==> config.mk <==
export PLATFORM = sky130hd
export DESIGN_NAME = tdm_xbar
export DESIGN_NICKNAME = d
export VERILOG_FILES = /design/src/rtl/tdm_xbar_pkg.sv /design/src/rtl/tdm_xbar_slot_ctr.sv /design/src/rtl/tdm_xbar_sel_mem.sv /design/src/rtl/tdm_xbar_lane.sv /design/src/rtl/tdm_xbar.sv
export SDC_FILE = /design/constraint.sdc
export NUM_CORES = 1
export LEC_CHECK = 0
export ABC_CLOCK_PERIOD_IN_PS = 5300
export CORE_AREA = 2 2 145 147
export DETAILED_ROUTE_END_ITERATION = 8
export DIE_AREA = 0 0 147 149
export HOLD_SLACK_MARGIN = 0.15
export PLACE_DENSITY = 0.75
export SLEW_MARGIN = 30
export SYNTH_ARGS = -nofsm -noshare
export SYNTH_HDL_FRONTEND = slang
export SYNTH_HIERARCHICAL = 1
export SYNTH_SLANG_ARGS = --single-unit
==> constraint.sdc <==
create_clock -name clk_i -period 5.3 [get_ports clk_i]
set_input_delay 1.06 -clock clk_i [delete_from_list [all_inputs] [get_ports clk_i]]
set_output_delay 1.06 -clock clk_i [all_outputs]
set_load 0.005 [all_outputs]
==> src/rtl/tdm_xbar_pkg.sv <==
`timescale 1ns/1ps
package tdm_xbar_pkg;
  localparam int XBAR_PORTS = 30;
  localparam int XBAR_SLOTS = 15;

  // Number of shared multiplexers needed to cover all outputs.
  function automatic int lanes_for(input int ports, input int slots);
    return (ports + slots - 1) / slots;
  endfunction
endpackage

==> src/rtl/tdm_xbar_slot_ctr.sv <==
`timescale 1ns/1ps
module tdm_xbar_slot_ctr #(
  parameter int SLOTS  = 15,
  parameter int SLOT_W = $clog2(SLOTS)
) (
  input  logic              clk_i,
  input  logic              rst_i,
  output logic [SLOT_W-1:0] slot_o,
  output logic              last_o
);
  localparam logic [SLOT_W-1:0] LAST_SLOT = SLOT_W'(SLOTS - 1);

  always_ff @(posedge clk_i) begin
    if (rst_i)                   slot_o <= '0;
    else if (slot_o == LAST_SLOT) slot_o <= '0;
    else                          slot_o <= slot_o + 1'b1;
  end

  assign last_o = (slot_o == LAST_SLOT);
endmodule

==> src/rtl/tdm_xbar_sel_mem.sv <==
`timescale 1ns/1ps
module tdm_xbar_sel_mem #(
  parameter int LANE_ID = 0,
  parameter int NUM_OUT = 30,
  parameter int SLOTS   = 15,
  parameter int SEL_W   = 5,
  parameter int ADDR_W  = 5,
  parameter int SLOT_W  = 4
) (
  input  logic              clk_i,
  input  logic              rst_i,
  input  logic              wr_en_i,
  input  logic [ADDR_W-1:0] wr_addr_i,
  input  logic [SEL_W-1:0]  wr_sel_i,
  input  logic [SLOT_W-1:0] rd_slot_i,
  output logic [SEL_W-1:0]  rd_sel_o
);
  localparam int DEPTH = 2 ** SLOT_W;
  localparam int BASE  = LANE_ID * SLOTS;

  // The route store has no reset, so it can map onto distributed or block RAM.
  logic [SEL_W-1:0]  route_mem [DEPTH];
  // Per-entry written flag; a cleared flag reads as route 0.
  logic [DEPTH-1:0]  written_q;
  logic              hit;
  logic [SLOT_W-1:0] entry;

  always_comb begin
    hit   = wr_en_i
          && (int'(wr_addr_i) >= BASE)
          && (int'(wr_addr_i) <  BASE + SLOTS)
          && (int'(wr_addr_i) <  NUM_OUT);
    entry = SLOT_W'(int'(wr_addr_i) - BASE);
  end

  always_ff @(posedge clk_i) begin
    if (hit) route_mem[entry] <= wr_sel_i;
  end

  always_ff @(posedge clk_i) begin
    if (rst_i)    written_q <= '0;
    else if (hit) written_q[entry] <= 1'b1;
  end

  assign rd_sel_o = written_q[rd_slot_i] ? route_mem[rd_slot_i] : '0;
endmodule

==> src/rtl/tdm_xbar_lane.sv <==
`timescale 1ns/1ps
module tdm_xbar_lane #(
  parameter int NUM_IN = 30,
  parameter int SLOTS  = 15,
  parameter int SEL_W  = 5,
  parameter int SLOT_W = 4
) (
  input  logic              clk_i,
  input  logic              rst_i,
  input  logic [NUM_IN-1:0] in_vec_i,
  input  logic [SEL_W-1:0]  sel_i,
  input  logic [SLOT_W-1:0] slot_i,
  output logic [SLOTS-1:0]  out_o
);
  logic pick;

  // Shared wide multiplexer; select values past the last input give 0.
  always_comb begin
    pick = 1'b0;
    for (int i = 0; i < NUM_IN; i++) begin
      if (sel_i == SEL_W'(i)) pick = in_vec_i[i];
    end
  end

  for (genvar k = 0; k < SLOTS; k++) begin : g_out
    always_ff @(posedge clk_i) begin
      if (rst_i)                         out_o[k] <= 1'b0;
      else if (slot_i == SLOT_W'(k))     out_o[k] <= pick;
    end
  end
endmodule

==> src/rtl/tdm_xbar.sv <==
`timescale 1ns/1ps
module tdm_xbar
  import tdm_xbar_pkg::*;
#(
  parameter int NUM_IN  = XBAR_PORTS,
  parameter int NUM_OUT = XBAR_PORTS,
  parameter int SLOTS   = XBAR_SLOTS,
  parameter int SEL_W   = $clog2(NUM_IN),
  parameter int ADDR_W  = $clog2(NUM_OUT)
) (
  input  logic               clk_i,
  input  logic               rst_i,
  input  logic [NUM_IN-1:0]  din_i,
  input  logic               cfg_we_i,
  input  logic [ADDR_W-1:0]  cfg_addr_i,
  input  logic [SEL_W-1:0]   cfg_sel_i,
  output logic [NUM_OUT-1:0] dout_o
);
  localparam int SLOT_W    = $clog2(SLOTS);
  localparam int NUM_LANES = lanes_for(NUM_OUT, SLOTS);

  logic [SLOT_W-1:0]          slot_q;
  logic                       slot_last;
  logic [NUM_IN-1:0]          in_q;
  logic [NUM_LANES*SLOTS-1:0] lane_out;

  tdm_xbar_slot_ctr #(.SLOTS(SLOTS), .SLOT_W(SLOT_W)) u_slot (
    .clk_i  (clk_i),
    .rst_i  (rst_i),
    .slot_o (slot_q),
    .last_o (slot_last)
  );

  // One capture per bit period keeps all slots of a period consistent.
  always_ff @(posedge clk_i) begin
    if (rst_i)          in_q <= '0;
    else if (slot_last) in_q <= din_i;
  end

  for (genvar h = 0; h < NUM_LANES; h++) begin : g_lane
    logic [SEL_W-1:0] lane_sel;

    tdm_xbar_sel_mem #(
      .LANE_ID (h),
      .NUM_OUT (NUM_OUT),
      .SLOTS   (SLOTS),
      .SEL_W   (SEL_W),
      .ADDR_W  (ADDR_W),
      .SLOT_W  (SLOT_W)
    ) u_mem (
      .clk_i     (clk_i),
      .rst_i     (rst_i),
      .wr_en_i   (cfg_we_i),
      .wr_addr_i (cfg_addr_i),
      .wr_sel_i  (cfg_sel_i),
      .rd_slot_i (slot_q),
      .rd_sel_o  (lane_sel)
    );

    tdm_xbar_lane #(
      .NUM_IN (NUM_IN),
      .SLOTS  (SLOTS),
      .SEL_W  (SEL_W),
      .SLOT_W (SLOT_W)
    ) u_lane (
      .clk_i    (clk_i),
      .rst_i    (rst_i),
      .in_vec_i (in_q),
      .sel_i    (lane_sel),
      .slot_i   (slot_q),
      .out_o    (lane_out[h*SLOTS +: SLOTS])
    );
  end

  assign dout_o = lane_out[NUM_OUT-1:0];
endmodule

Yosys cells after proc, flatten, opt, wreduce, memory -nomap -nowiden
Memories as Yosys holds them, arrays and structs flattened. A register that Yosys moved wholly into a read port is not among the register bits.
Cells that the tools add are included.

word-level totals
  ROM bits = 0
  latch bits = 0
  input port bits = 43
  memory bits (writable) = 160
  output and inout port bits = 30
  memories kept = 2
  register bits after elaboration = 96
  word-level logic and storage cells = 207

cells by class
  $add $sub $neg = 2
  magnitude comparators = 8
  mux-type cells = 76
  div/mod/pow operators = 0
  eq/ne operators = 72
  shift operators = 0
  multiply operators = 0
  bitwise gates (word level) = 2
  reduce and logical (&&, ||, !) cells = 11

memory list
  name                       depth  bits a word  rd ports  clocked after Yosys merged registers in  wr ports  RTL line                source
  g_lane[0].u_mem.route_mem  16     5            1         1                                        1         tdm_xbar_sel_mem.sv:22  logic [SEL_W-1:0] route_mem [DEPTH];
  g_lane[1].u_mem.route_mem  16     5            1         1                                        1         tdm_xbar_sel_mem.sv:22

operators with widths
  cell                                                                   count
  5-bit equality test, second input constant                             28
  5-bit by 4-bit equality test with 1-bit output, second input constant  16
  1-bit two-way mux                                                      68
  5-bit by 3-bit equality test with 1-bit output, second input constant  8
  16-bit bitwise OR                                                      2
  4-bit equality test, second input constant                             7
  5-bit by 2-bit equality test with 1-bit output, second input constant  4
  4-bit by 3-bit equality test with 1-bit output, second input constant  4
  4-bit by 5-bit < comparator with 1-bit output, second input constant   3
  5-bit by 1-bit equality test with 1-bit output, second input constant  2
  5-bit logical NOT                                                      2
  5-bit two-way mux                                                      2
  1-bit binary-select mux with 4-bit select                              2
  1-bit demux with 4-bit select                                          2
  4-bit by 2-bit equality test with 1-bit output, second input constant  2
  4-bit by 1-bit >= comparator with 1-bit output, second input constant  2
  4-bit two-way mux                                                      2
  1-bit logical AND                                                      7
  5-bit by 4-bit >= comparator with 1-bit output, second input constant  1
  5-bit by 4-bit < comparator with 1-bit output, second input constant   1
  5-bit < comparator, second input constant                              1
  4-bit by 1-bit adder with 4-bit output, second input constant          1
  4-bit by 1-bit equality test with 1-bit output, second input constant  1
  4-bit logical NOT                                                      1
  other kinds (2)                                                        2

Depth between registers and ports, before layout
Gate-level depths: netlist of run 1.

  depth in word-level cells = 34
  depth in mapped cells = 15
  depth with buffers taken out = 10

By module
The synthesis of run 1 kept the hierarchy.

by module, submodules not included
  module                               times used  area an instance (um^2)  cells an instance  sequential area each (um^2)
  tdm_xbar_sel_mem at g_lane[0].u_mem  1           3,761.1                  200                2,722.6
  tdm_xbar_sel_mem at g_lane[1].u_mem  1           3,748.6                  202                2,722.6
  tdm_xbar_lane                        2           1,199.9                  148                300.3
  tdm_xbar                             1           1,096.1                  97                 600.6
  tdm_xbar_slot_ctr                    1           175.2                    18                 80.1

Least setup slack after synthesis of run 1
Ideal clock, no wire load.

  path kind = reg-to-reg
  start point = reg u_slot.slot_o[0]
  end point = reg g_lane[0].u_lane.out_o[1]
  path buffers = 4
  arrival = 3.214 ns
  clock period less this slack = 3.359 ns
  setup slack = 1.941 ns
  stages on the path, launching flop included = 14
  required time = 5.155 ns
  path through = dfxtp_1 -> buf_6 -> buf_6 -> mux4_1 -> a22oi_1 -> a21oi_1 -> buf_6 -> nor3_1 -> a21oi_1 -> a211oi_2 -> a22oi_2 -> a211oi_2 -> buf_6 -> a211oi_2

between the ends
  cells in the longest elaborated chain, start to end = 34
  elaborated cells on any way between the ends = 64
  classes of those cells = 30 x eq/ne; 33 x mux; 1 x reduce/logical

ends and longest elaborated chain
  item                                         RTL line                 source
  start: declaration                           tdm_xbar_slot_ctr.sv:8   output logic [SLOT_W-1:0] slot_o,
  start signal: assignment                     tdm_xbar_slot_ctr.sv:16  else slot_o <= slot_o + 1'b1;
  1-bit binary-select mux with 4-bit select *  tdm_xbar_sel_mem.sv:45   assign rd_sel_o = written_q[rd_slot_i] ? route_mem[rd_slot_i] : '0;
  1-bit two-way mux (not written as such) *    tdm_xbar_sel_mem.sv:45
  5-bit two-way mux *                          tdm_xbar_sel_mem.sv:45
  via g_lane[0].lane_sel[0]                    tdm_xbar.sv:41           logic [SEL_W-1:0] lane_sel;
  5-bit logical NOT                            tdm_xbar_lane.sv:21      if (sel_i == SEL_W'(i)) pick = in_vec_i[i];
  1-bit two-way mux (29 in series)             tdm_xbar_lane.sv:21
  1-bit two-way mux *                          tdm_xbar_lane.sv:21
  end signal: indexed assignment               tdm_xbar_lane.sv:28      else if (slot_i == SLOT_W'(k)) out_o[k] <= pick;
  end: declaration                             tdm_xbar_lane.sv:13      output logic [SLOTS-1:0] out_o

Mark *: on every way through the listed nets, which the timed path passes. The rest lies on a longest branch. The select of a mux whose other input is x is not followed.
A chain may end at the register's enable or synchronous reset.

Worst setup path in the final report of run 1
  start point = reg u_slot.slot_o[1]
  end point = reg g_lane[1].u_lane.out_o[0]

between the ends
  cells in the longest elaborated chain, start to end = 34
  elaborated cells on any way between the ends = 64
  classes of those cells = 29 x eq/ne; 33 x mux; 2 x reduce/logical

ends and longest elaborated chain
  item                                         RTL line
  1-bit binary-select mux with 4-bit select *  tdm_xbar_sel_mem.sv:45
  1-bit two-way mux (not written as such) *    tdm_xbar_sel_mem.sv:45
  5-bit two-way mux *                          tdm_xbar_sel_mem.sv:45
  via g_lane[1].lane_sel[3]                    tdm_xbar.sv:41
  5-bit logical NOT                            tdm_xbar_lane.sv:21
  1-bit two-way mux (29 in series)             tdm_xbar_lane.sv:21
  1-bit two-way mux *                          tdm_xbar_lane.sv:21
  end signal: indexed assignment               tdm_xbar_lane.sv:28
  end: declaration                             tdm_xbar_lane.sv:13

Marks and branches as above.

==> results of run 1 <==
cells in the mapped netlist (3+ instances only):
master | count | area (sq um)
a22oi_1 | 20 | 150.1
nand4b_1 | 7 | 61.31
nor2_1 | 164 | 615.6
o21ai_0 | 5 | 25.02
nand4_1 | 3 | 18.77
edfxtp_1 | 160 | 4805
a21oi_1 | 22 | 110.1
a211o_1 | 3 | 26.28
dfxtp_1 | 96 | 1922
nor3_1 | 32 | 160.2
buf_2 | 8 | 40.04
o21ba_2 | 7 | 70.07
mux2i_1 | 36 | 360.4
a22o_1 | 6 | 52.55
nand2b_1 | 24 | 150.1
a211oi_2 | 24 | 300.3
o211ai_1 | 4 | 30.03
buf_4 | 8 | 60.06
buf_12 | 4 | 80.08
nor4_1 | 8 | 50.05
a211oi_1 | 10 | 75.07
nand2_1 | 9 | 33.78
mux4_2 | 32 | 720.7
nand3b_1 | 6 | 45.04
nand3_1 | 4 | 20.02
inv_1 | 7 | 26.28
nor2b_1 | 10 | 62.56
and2b_1 | 4 | 30.03
nand4bb_1 | 3 | 33.78
mux4_1 | 16 | 420.4
buf_6 | 12 | 135.1
nor3b_1 | 4 | 30.03
clkbuf_1 | 8 | 30.03
worst max-delay path by stage:
stage / from / end / slack [ps] / depth (start not counted)
5_1_grt: u_slot/slot_o[1] / g_lane[1].u_lane/out_o[13] / 880 / 11
2_1_floorplan: u_slot/slot_o[0] / g_lane[0].u_lane/out_o[1] / 1940 / 13
6_report: u_slot/slot_o[1] / g_lane[1].u_lane/out_o[0] / 1200 / 11
3_3_place_gp: u_slot/slot_o[1] / g_lane[1].u_lane/out_o[0] / 1230 / 11
3_5_place_dp: u_slot/slot_o[0] / g_lane[1].u_lane/out_o[11] / 1250 / 12
4_1_cts: u_slot/slot_o[0] / g_lane[1].u_lane/out_o[0] / 1230 / 11
final cells by class:
class                   count  share of cell area
well taps                 275             0.02657
repair buffers             84             0.06048
clock inverters            12             0.01275
multi-input cells         514              0.3210
clock buffers              36             0.05710
inverters                   8            0.002319
flip-flops and latches    256              0.5198
routing by layer:
metal	routed length, um	part of all wire	vias to the layer above	track usage
li1	-	-	3260	-
met1	10030	0.42	3424	0.2977
met4	622	0.026	0	0.06298
met3	1538	0.065	51	0.03272
met5	0	0	-	0
met2	11580	0.49	278	0.3627
per-stage QoR:
stage	std cells	setup WS, ps	area (sq um)	hold slack, ps
floorplan	821	1941	11210	429.4
global placement	1137	1232	12030	442.1
detailed placement	1137	1250	12020	450.4
CTS	1185	1229	12920	464.7
global route	1185	877.0	12950	481.9
finish	1185	1204	12950	460.8
power groups by stage:
| stage | Clock [mW] | Combinational [mW] | Sequential (mW) |
|---|---|---|---|
| after floorplan | 0 | 0.146 | 2.21 |
| after global placement | 0 | 0.245 | 2.22 |
| after detailed placement | 0 | 0.249 | 2.22 |
| after CTS | 1.91 | 0.251 | 2.18 |
| after global routing | 1.99 | 0.272 | 2.18 |
| final | 1.88 | 0.253 | 2.17 |
kinds of logic (layout without fill, tap and decap cells):
group           Yosys count  after routing  synth area share
compound gates          122            122           0.09467
fa+ha+maj                 2              2          0.002238
buf+inv                  51            140           0.03469
flops                   256            256            0.6016
mux                      86             86            0.1363
other cells               2             10         0.0006717
simple gates            294            294            0.1298
flip-flops by register name (all words and copies together) (netlist names):
register	flops
in_q	30
g_lane.u_lane/out_o	30
u_slot/slot_o	4
g_lane.u_mem/written_q	32
g_lane.u_mem/route_mem	160
worst max-delay path, delay by kind of cell, from the launching register on:
kind / cells / cell delay, ps
AO/OA/AOI/OAI: 6 / 1570
buffers and inverters: 2 / 500
flip-flops: 1 / 890
AND/OR/NAND/NOR: 3 / 1030
==> impl_metrics.tcl, run 1 <==
set metrics [dict create \
    ant_nets 0 \
    wl_per_cell_um 20.06 \
    cp_common_cell "a211oi_2" \
    dp_hpwl_mm 15.37 \
    r2r-start "u_slot/slot_o[1]" \
    row_count 53 \
    ctsResizeCount 0 \
    start_kind "flop" \
    clock-sinks 256 \
    maxCapViolCount 0 \
    critical_path.max_stage_delay_ps 890 \
    final_util 0.6300 \
    path_clk_slew_ps 60 \
    synth_edf_count 160 \
    drcViolationCount 0 \
    clockBufferDepth 3 \
    start_util 0.5439 \
    p_int_mw 3.390 \
    avgViaCountPerCell 5.918 \
    vias 7013 \
    worst_hold_path.num_cells 2 \
    path_cells "nor2b_1 -> a22o_1 -> nor2_4 -> a21oi_1 -> inv_1 -> nor4_1 -> a211oi_2 -> a22oi_2 -> a211oi_2 -> buf_4 -> a211oi_1" \
    hold_end "g_lane[1].u_mem/written_q[5]" \
    p_leak_nw 4.150 \
    ys_ff_latch 256 \
    finalCritPeriodShare 0.7729 \
    grt_pass1_vias 6827 \
    diodes 0 \
    skew_ps 10.47 \
    slowest_stage "dfxtp_1" \
    status "complete, no violations" \
    drive_above_1_share 0.1670 \
    grt_max_degree 55 \
    place_congestion 0.8344 \
    cts_htree_levels 1 \
    dieArea_sq_um 21900 \
    fillCellCount 1545 \
    r2r_slack_ps 1200 \
    p_sw_uw 920.4 \
    drt_iter0_markers 540 \
    port_buffers 72 \
    crit_arrival_ps 4550 \
    fin_nets 935 \
    ir_drop_v 0.0004556 \
    combPwrFrac 0.059 \
    cp_max_fo 26 \
    rsz0062_at_grt "no" \
    die_h_um 149 \
    antenna_found_initial 0 \
    slew_headroom 0.3438 \
    grt.total_usage 0.2163 \
    p_per_area_nw_per_um2 332.8 \
    dr.pass1.iters 6 \
    synthFlopType "edfxtp_1" \
    drv_slew 0 \
    coreArea_sq_um 20560 \
    wl_mm 23.77 \
    cp-end-kind "flop" \
    grt_pass1_wl_mm 37.18 \
    cts_tree "built" \
    power_switching_share 0.2135 \
    die_w_um 147 \
    ff2ff_path_depth 11 \
    layout_commonest_cell "nor2_1" \
    hp-class "flop to flop" \
    p_total_mw 4.311 \
    final_cell_mix "nor2_1 (164), edfxtp_1 (160), dfxtp_1 (94)" \
    syn_area_sq_um 11180 \
    cts_hold_buf 0 \
    syn_inst 813 \
    async_flop_share 0 \
    overflow 0 \
    worstHoldStart "g_lane[1].u_mem/written_q[5]" \
    sequentialPowerShare 0.504 \
    finalCriticalPeriod_ps 4096 \
    cp.required_ps 5750 \
    yosysUniqueCellTypes 59 \
    setup_viol 0 \
    fmax_mhz 244.1 \
    ff_latch_area_sq_um 6731 \
    numCtsBuffers 26 \
    post_cts_buffers 0 \
    root_buffer "clkbuf_16" \
    ios 73 \
    crit_type "flop to flop" \
    synth_warnings 6 \
    multi_input_area_sq_um 4158 \
    power.share.clock 0.437 \
    clock_latency_ps 540 \
    hold_viol_final 0 \
    ys_seq_area_frac 0.6016 \
    worst_pin_slew_ps 976.8 \
    syn_area_per_cell_sq_um 13.75 \
    tns_ps 0 \
    syn_to_final_growth_pct 15.84 \
    r2r-end "g_lane[1].u_lane/out_o[0]" \
]
Note: power is estimated with default switching activity, not from simulation.
==> run 2, diff against run 1 <==
--- a/config.mk
+++ b/config.mk
@@ -5,12 +5,12 @@
 export SDC_FILE = /design/constraint.sdc
 export NUM_CORES = 1
 export LEC_CHECK = 0
-export ABC_CLOCK_PERIOD_IN_PS = 5300
-export CORE_AREA = 2 2 145 147
+export ABC_CLOCK_PERIOD_IN_PS = 3430
+export CORE_AREA = 2 2 149 151
 export DETAILED_ROUTE_END_ITERATION = 8
-export DIE_AREA = 0 0 147 149
+export DIE_AREA = 0 0 151 153
 export HOLD_SLACK_MARGIN = 0.15
-export PLACE_DENSITY = 0.75
+export PLACE_DENSITY = 0.74
 export SLEW_MARGIN = 30
 export SYNTH_ARGS = -nofsm -noshare
 export SYNTH_HDL_FRONTEND = slang
==> constraint.sdc (replaced) <==
create_clock -name clk_i -period 3.43 [get_ports clk_i]
set_input_delay 0.686 -clock clk_i [delete_from_list [all_inputs] [get_ports clk_i]]
set_output_delay 0.686 -clock clk_i [all_outputs]
set_load 0.005 [all_outputs]
==> impl_metrics.tcl, run 2 (same netlist as run 1, synthesis figures left out) <==
set metrics [dict create \
    slew_headroom 0.4831 \
    finalCritPeriodShare 0.9632 \
    port_buffers 72 \
    clock-sinks 256 \
    wl_mm 24.16 \
    overflow 0 \
    slowest_stage "mux4_2" \
    drt_iter0_markers 556 \
    die_w_um 151 \
    final_cells 1248 \
    cp-end-kind "flop" \
    p_sw_mw 1.469 \
    die_h_um 153 \
    final_cell_mix "nor2_1 (164), edfxtp_1 (160), dfxtp_1 (94)" \
    finalCriticalPeriod_ps 3304 \
    ant_nets 0 \
    coreArea_sq_um 21490 \
    r2r-end "g_lane[1].u_lane/out_o[0]" \
    hold_end "g_lane[0].u_mem/written_q[2]" \
    ff2ff_path_depth 13 \
    regMostFlops "g_lane.u_mem/route_mem" \
    root_buffer "clkbuf_16" \
    drive_above_1_share 0.2107 \
    skew_ps 18.18 \
    reg_top3 "g_lane.u_mem/route_mem (160), g_lane.u_mem/written_q (32)" \
    numCtsBuffers 27 \
    dr.pass1.iters 5 \
    hold_viol_final 0 \
    row_count 54 \
    path_clk_slew_ps 60 \
    largest_register_ffs 160 \
    p_int_mw 5.136 \
    cp_common_cell "buf_12" \
    tns_ps 0 \
    combPwrFrac 0.069 \
    power_switching_share 0.2224 \
    hp-class "flop to flop" \
    status "complete, no violations" \
    place_inst 1189 \
    power.share.clock 0.425 \
    grt.total_usage 0.2103 \
    ir_drop_v 0.0004800 \
    maxCapViolCount 0 \
    worstHoldStart "g_lane[0].u_mem/written_q[2]" \
    vias 7122 \
    avgViaCountPerCell 5.707 \
    antenna_found_initial 0 \
    p_per_area_nw_per_um2 490.4 \
    worst_pin_slew_ps 775.4 \
    cts_tree "built" \
    fin_nets 992 \
    fmax_mhz 302.7 \
    crit_type "flop to flop" \
    cp_max_fo 26 \
    critical_path.max_stage_delay_ps 540 \
    start_util 0.5204 \
    cp.required_ps 3880 \
    crit_arrival_ps 3760 \
    syn_to_final_growth_pct 20.45 \
    clock_latency_ps 550 \
    layout_commonest_cell "nor2_1" \
    grt_pass1_wl_mm 37.59 \
    place_congestion 0.8659 \
    ios 73 \
    diodes 0 \
    cts_htree_levels 1 \
    final_util 0.6268 \
    dp_hpwl_mm 15.94 \
    setup_viol 0 \
    sequentialPowerShare 0.506 \
    worst_hold_path.num_cells 2 \
    start_kind "flop" \
    r2r_slack_ps 130 \
    wl_per_cell_um 19.36 \
    clockBufferDepth 3 \
    grt_max_degree 69 \
    p_leak_nw 4.455 \
    drcViolationCount 0 \
    path_cells "buf_12 -> mux4_2 -> a22o_1 -> nor2_4 -> a21oi_2 -> buf_12 -> nand2b_1 -> nor2_1 -> o311a_1 -> nor3_1 -> a211oi_2 -> buf_12 -> a211oi_1" \
    drv_slew 0 \
    grt_pass1_vias 6949 \
    r2r-start "u_slot/slot_o[0]" \
    dieArea_sq_um 23100 \
]
## run 2: changes by cell type in the layout (fill, tap and decap cells not counted), moves of 3 or more
cell,previous run,this run
buf_4,13,59
buf_12,0,10
buf_2,5,0
clkdlybuf4s50_1,66,71
a21oi_2,4,7
a21oi_4,4,1
clkinv_2,6,9
## run 2: worst max path at each step
stage	startpoint	endpoint	slack, ps
6_report	u_slot/slot_o[0]	g_lane[1].u_lane/out_o[0]	130
5_1_grt	u_slot/slot_o[0]	g_lane[1].u_lane/out_o[12]	-2
4_1_cts	u_slot/slot_o[0]	g_lane[0].u_lane/out_o[0]	60
3_5_place_dp	u_slot/slot_o[0]	g_lane[1].u_lane/out_o[14]	100
3_3_place_gp	u_slot/slot_o[0]	g_lane[1].u_lane/out_o[0]	160
2_1_floorplan	u_slot/slot_o[0]	g_lane[0].u_lane/out_o[1]	70
## run 2: through the flow
step	worst slack, ps	total power, mW	area, sq um	hold WS (ps)
2_1_floorplan	71.42	3.634	11210	429.4
3_3_place_gp	155.7	3.841	12500	443.4
3_5_place_dp	101.8	3.851	12500	452.6
4_1_cts	60.19	6.645	13370	467.8
5_1_grt	-1.768	6.814	13470	479.0
6_report	126.3	6.604	13470	468.9
## run 2: worst max-delay path: cells and delay by family, from the launching register on
family | cells | cell delay (ps)
buffers and inverters | 3 | 530
muxes | 1 | 540
AOI/OAI and AO/OA | 5 | 1060
and+or+nand+nor | 4 | 660
DFF | 1 | 420
## run 2: area by class of cell
type                       instances  area (sq um)
sequential                       256          6731
timing repair buffer             140          1354
clock inverter                    17         137.6
multi-input combinational        514          4135
fill                            1642          8019
inverter                           8         30.03
tap                              280         350.3
clock buffer                      33         728.2
## run 2: repair_timing
item,4_1_cts,5_1_grt
hold endpoints to repair,0,0
buffers inserted,0,8
hold buffers,0,0
resized for setup,0,5
endpoints found under the setup margin,0,30
## run 2: power by group through the flow
stage	sequential, mW	combinational [mW]	clock [mW]
2_1_floorplan	3.41	0.226	0
3_3_place_gp	3.41	0.433	0
3_5_place_dp	3.41	0.439	0
4_1_cts	3.35	0.443	2.86
5_1_grt	3.35	0.494	2.97
6_report	3.34	0.456	2.80
## run 2: layer usage
metal / share of wire / vias to the layer above / wire length [um] / track usage
met1: 0.42 / 3455 / 10260 / 0.2906
met3: 0.064 / 45 / 1552 / 0.03672
met2: 0.48 / 241 / 11710 / 0.3446
met4: 0.027 / 0 / 641 / 0.05919
li1: - / 3381 / - / -
met5: 0 / - / 0 / 0
